<file path="src/rtl/hz_pkg.sv">
package hz_pkg;
    localparam int DEF_RW = 5;

    typedef enum logic [1:0] {
        SRC_REGFILE = 2'b00,
        SRC_MEMRES  = 2'b01,
        SRC_WBVAL   = 2'b10
    } byp_sel_t;

    localparam int N_EX_OPS = 2;
endpackage

</file>
<file path="src/rtl/hz_operand_fwd.sv">
module hz_operand_fwd
    import hz_pkg::*;
#(
    parameter int RW = DEF_RW
) (
    input  logic [RW-1:0] src,
    input  logic          mem_valid,
    input  logic          mem_wr,
    input  logic          mem_load,
    input  logic [RW-1:0] mem_rd,
    input  logic          wb_valid,
    input  logic          wb_wr,
    input  logic [RW-1:0] wb_rd,
    output byp_sel_t      sel
);
    localparam logic [RW-1:0] ZERO_REG = '0;

    logic src_live;
    logic mem_hit;
    logic wb_hit;

    always_comb begin
        src_live = (src != ZERO_REG);
        // a load's value is not ready in memory stage; never pick it here
        mem_hit  = src_live && mem_valid && mem_wr && !mem_load && (mem_rd == src);
        wb_hit   = src_live && wb_valid && wb_wr && (wb_rd == src);
    end

    always_comb begin
        unique case ({mem_hit, wb_hit})
            2'b10, 2'b11: sel = SRC_MEMRES;
            2'b01:        sel = SRC_WBVAL;
            default:      sel = SRC_REGFILE;
        endcase
    end
endmodule

</file>
<file path="src/rtl/hz_load_stall.sv">
module hz_load_stall
    import hz_pkg::*;
#(
    parameter int RW = DEF_RW
) (
    input  logic          id_valid,
    input  logic [RW-1:0] id_rs1,
    input  logic [RW-1:0] id_rs2,
    input  logic          id_rs1_use,
    input  logic          id_rs2_use,
    input  logic          id_store,
    input  logic          ex_valid,
    input  logic [RW-1:0] ex_rd,
    input  logic          ex_load,
    output logic          stall
);
    localparam logic [RW-1:0] ZERO_REG = '0;

    logic load_live;
    logic need1;
    logic need2;

    always_comb begin
        load_live = ex_valid && ex_load && (ex_rd != ZERO_REG);
        need1     = id_rs1_use && (id_rs1 == ex_rd);
        // store data is consumed in memory stage and bypassed there
        need2     = id_rs2_use && !id_store && (id_rs2 == ex_rd);
        stall     = id_valid && load_live && (need1 || need2);
    end
endmodule

</file>
<file path="src/rtl/hz_store_fwd.sv">
module hz_store_fwd
    import hz_pkg::*;
#(
    parameter int RW = DEF_RW
) (
    input  logic          mem_valid,
    input  logic          mem_store,
    input  logic [RW-1:0] mem_rs2,
    input  logic          wb_valid,
    input  logic          wb_wr,
    input  logic [RW-1:0] wb_rd,
    output logic          sd_fwd
);
    localparam logic [RW-1:0] ZERO_REG = '0;

    always_comb begin
        sd_fwd = mem_valid && mem_store && wb_valid && wb_wr &&
                 (wb_rd != ZERO_REG) && (wb_rd == mem_rs2);
    end
endmodule

</file>
<file path="src/rtl/hz_forward_unit.sv">
module hz_forward_unit
    import hz_pkg::*;
#(
    parameter int RW = DEF_RW
) (
    input  logic          id_valid,
    input  logic [RW-1:0] id_rs1,
    input  logic [RW-1:0] id_rs2,
    input  logic          id_rs1_use,
    input  logic          id_rs2_use,
    input  logic          id_store,
    input  logic          ex_valid,
    input  logic [RW-1:0] ex_rs1,
    input  logic [RW-1:0] ex_rs2,
    input  logic [RW-1:0] ex_rd,
    input  logic          ex_load,
    input  logic          mem_valid,
    input  logic [RW-1:0] mem_rs2,
    input  logic [RW-1:0] mem_rd,
    input  logic          mem_wr,
    input  logic          mem_load,
    input  logic          mem_store,
    input  logic          wb_valid,
    input  logic [RW-1:0] wb_rd,
    input  logic          wb_wr,
    output logic [1:0]    fwd_a,
    output logic [1:0]    fwd_b,
    output logic          sd_fwd,
    output logic          pc_hold,
    output logic          ifid_hold,
    output logic          idex_bubble
);
    logic [RW-1:0] op_src [N_EX_OPS];
    byp_sel_t      op_sel [N_EX_OPS];
    logic          stall;

    assign op_src[0] = ex_rs1;
    assign op_src[1] = ex_rs2;

    for (genvar g = 0; g < N_EX_OPS; g++) begin : g_op
        hz_operand_fwd #(.RW(RW)) u_op (
            .src      (op_src[g]),
            .mem_valid(mem_valid),
            .mem_wr   (mem_wr),
            .mem_load (mem_load),
            .mem_rd   (mem_rd),
            .wb_valid (wb_valid),
            .wb_wr    (wb_wr),
            .wb_rd    (wb_rd),
            .sel      (op_sel[g])
        );
    end

    hz_load_stall #(.RW(RW)) u_stall (
        .id_valid  (id_valid),
        .id_rs1    (id_rs1),
        .id_rs2    (id_rs2),
        .id_rs1_use(id_rs1_use),
        .id_rs2_use(id_rs2_use),
        .id_store  (id_store),
        .ex_valid  (ex_valid),
        .ex_rd     (ex_rd),
        .ex_load   (ex_load),
        .stall     (stall)
    );

    hz_store_fwd #(.RW(RW)) u_sd (
        .mem_valid(mem_valid),
        .mem_store(mem_store),
        .mem_rs2  (mem_rs2),
        .wb_valid (wb_valid),
        .wb_wr    (wb_wr),
        .wb_rd    (wb_rd),
        .sd_fwd   (sd_fwd)
    );

    always_comb begin
        fwd_a       = op_sel[0];
        fwd_b       = op_sel[1];
        pc_hold     = stall;
        ifid_hold   = stall;
        idex_bubble = stall;
    end
endmodule

</file>
<file path="config.mk">
export PLATFORM = sky130hd
export DESIGN_NAME = hz_forward_unit
export DESIGN_NICKNAME = d
export VERILOG_FILES = /design/src/rtl/hz_pkg.sv /design/src/rtl/hz_operand_fwd.sv /design/src/rtl/hz_load_stall.sv /design/src/rtl/hz_store_fwd.sv /design/src/rtl/hz_forward_unit.sv
export SDC_FILE = /design/constraint.sdc
export NUM_CORES = 1
export LEC_CHECK = 0
export BUFFER_PORTS_ARGS = -buffer_cell sky130_fd_sc_hd__buf_4
export CAP_MARGIN = 40
export CORE_ASPECT_RATIO = 0.9
export CORE_MARGIN = 2
export CORE_UTILIZATION = 36
export DETAILED_ROUTE_END_ITERATION = 6
export PLACE_DENSITY = 0.94
export SYNTH_ARGS = -nofsm -noshare
export SYNTH_HDL_FRONTEND = slang
export SYNTH_SLANG_ARGS = --single-unit
</file>
<file path="constraint.sdc">
create_clock -name vclk -period 1.8
set_clock_uncertainty 0.2 [all_clocks]
set_input_delay 0.18 -clock vclk [all_inputs]
set_output_delay 0.18 -clock vclk [all_outputs]
set_load 0.02 [all_outputs]
</file>
==> summary.md <==
The analysis attributes to cell leakage a power of 0.476 nW. The sequential share of power was 0%; the distinct cell type count after synthesis was 15. The count of buffer and inverter cells on the critical path works out to 2.

After global routing the overflow that remains totals 0. The wire-length estimate of the detail-placed layout is 1840 um. The clock power share is 0%, and the number of standard cells in the final layout excluding fillers is 147. The routed design has 1950 um of wire. During synthesis, Yosys emitted a total of 0 warnings.

Entering global routing, the biggest net connects 5 pins. The fraction of power consumed by combinational cells is 100.0%. The final reports fail on setup timing. The via count of the first global-routing pass was 740; the layout cell share with drive strength beyond 1 was 59.8%. Across the VDD grid, the largest voltage drop is 152 uV. The library cell used most frequently in the layout, excluding fill and tap cells, is buf_4. In this run the tightest slew margin relative to its limit is 73.8%. In the detailed route, the total length drawn on met3 is 237 um. At the end of routability-driven placement, the weighted congestion stood at 0.843.

Across the run, the number of max-cap violations was 0. For this block, the via count after detailed routing is 744. The min-delay analysis places its worst path in the category primary input to output pin. The run gives 0 as the number of failing hold endpoints at the final stage. The worst-margin pin slew came out at 0.389 ns. STA classifies the critical path endpoint as an output pin. Post-layout minimum cycle time: 1.81 ns. The flow ran to the end, but the final reports show violations. The cell count after placement was 147; the multiplexer share of the synthesized area was 0%. For this design the top-level I/O count stands at 60.

In this run switching power makes up 39.7% of total power. The arrival time of the worst setup path came out at 1.43 ns. The number of antenna violations at the first check in global routing is 0. Leaving out fill and tap cells, the most frequent cells in the layout are buf_4 (70), xnor2_1 (21), xor2_1 (13).

Sequential cells placed in the final layout were counted as 0. For the area enclosed by the die boundary, the log shows 1800 sq um. Upper clock frequency limit: 553 MHz. The final routed wire length divided by cell count is 13.3 um. The worst setup path is launched from a primary input. The layout has 99 filler cells. Setup repair after global routing could not meet its margin everywhere. Power spread over the standard cell area amounts to 207 nW/um^2. The number of nets in the synthesized netlist is 116. Relative to the synthesized area, the layout overhead comes to 104%.

The library cell appearing most often on the critical path was buf_4. The number of buffers inserted for hold repair after clock tree synthesis is 0. The run gives 533 sq um as the synthesized area. The basic-gate share of the synthesized area counting and, or, nand and nor cells is 37.8%, and the combined global-route utilization of all metal layers is 22.6%.

STA puts the critical path data required time at 1.42 ns. The sequential cells in the finished layout cover a total of 0 sq um. The number of antenna-violating nets in the routed design was 0; the die boundary width was 44.6 um. The xor and xnor area share after synthesis was 55.9%. The slowest stage of the critical path belongs to the cell or4_4. For the met2 wire length, the log shows 975 um. In this run the core area contains 13 standard-cell rows. The first TritonRoute pass finished after 4 iterations.

The final layout contains 186 nets. The switching component of the power was 89.0 uW. The detailed router put a total of 706 um of wire on met1. In the finished layout, the clock tree contains a buffer count of 0. The overall die height came out at 40.5 um. The highest layer touched by signal routing is met4. After synthesis, flip-flops and latches occupy 0% of the total area. Post-placement setup slack: -0.0172 ns. The largest single stage delay on the critical path is 0.54 ns.

Setup violations remaining at the end of the flow were counted as 2. The critical setup path kind was primary input to output pin. Traced cell by cell, the critical path runs through buf_4 > or4_4 > nor2_4 > nor4_2 > nor4_4 > buf_4. For the final antenna diode count, the log shows 0. The arithmetic-cell share of the synthesized area counting full adders, half adders and majority gates was 0%.

The run gives -0.00829 ns as the final setup slack of the worst path. The via count normalized by instance count was 5.06. The total DRC errors in the routed layout came out at 0. Among cell families on the critical path, the largest total delay comes from simple AND/OR/NAND/NOR gates.

The total of buffers placed on input and output ports works out to 60. The run gives 135 uW as the internal cell power. By area, the combinational part of the netlist is dominated by XOR/XNOR gates. The tools report the count of routing violations after the opening detailed-route iteration as 5.

Counting every instance in the synthesized netlist gives 64. The first global-routing pass estimated 3040 um of wire. For this configuration, the core starts out at a cell density of 37.7%. Along the worst path, the maximum fanout reaches 2. The number of pins exceeding their max-slew limit in the final report was 0; the total core area was 1420 sq um. Summing the areas of all compound-gate instances in the mapped netlist gives 3.52% of the synthesized area. Each instance of the synthesized netlist takes up on average 8.33 sq um.

The number of setup buffers added after CTS is 0. The worst path uses 100% of the clock period.
-- cells by family (layout without fill, tap and decap cells) --
logic type,Yosys count,after routing
buffers and inverters,2,70
and+or+nand+nor,25,25
xor gates and xnor gates,34,34
AOI/OAI and AO/OA,3,3
-- layer usage --
metal | vias to the layer above | track usage (%)
met5 | - | 0
met4 | 0 | 4.55
met3 | 4 | 3.60
met2 | 54 | 46.4
met1 | 314 | 24.4
li1 | 372 | -
-- final cells by class --
cell class                 count  area (sq um)  area share (%)
multi-input combinational     62           542            49.9
timing repair buffer          70           526            48.4
tap                           15          18.8            1.73
-- through the flow --
step           TNS [ns]  total power [mW]  area, sq um  hold slack, ns  utilization, %
2_1_floorplan         0            0.0807          551           0.305               -
3_3_place_gp          0             0.214         1080           0.534            76.3
3_5_place_dp    -0.0280             0.223         1080           0.553            76.3
4_1_cts         -0.0290             0.223         1080           0.553            76.3
5_1_grt          -0.130             0.243         1090           0.571            76.7
6_report        -0.0131             0.224         1090           0.550            76.7
-- worst paths after layout --
path | start | endpoint | cells past startpoint
min | ex_valid | pc_hold | 4
max | ex_rs2[1] | fwd_b[1] | 6
-- cell usage after synthesis --
cell type / instances / area, sq um
nor3_1: 1 / 5.00
xor2_1: 13 / 114
nand4b_1: 1 / 8.76
or4_4: 2 / 22.5
nor4_1: 4 / 25.0
or4_1: 1 / 7.51
nor2_4: 2 / 22.5
nand4_1: 5 / 31.3
and3b_1: 1 / 8.76
nor4_2: 4 / 50.1
o2111ai_1: 1 / 8.76
nand3_1: 4 / 20.0
buf_4: 2 / 15.0
a21oi_1: 2 / 10.0
xnor2_1: 21 / 184
-- what timing repair did --
item | 4_1_cts | 5_1_grt
resized for setup | 0 | 1
setup endpoints to repair | 2 | 6
cloned | 0 | 0
-- power groups by stage --
stage | sequential, mW | clock (mW) | combinational, mW
floorplan | 0 | 0 | 0.0807
global placement | 0 | 0 | 0.214
detailed placement | 0 | 0 | 0.223
CTS | 0 | 0 | 0.223
global route | 0 | 0 | 0.243
finish | 0 | 0 | 0.224
No activity file was read; power rests on OpenSTA's default activity.
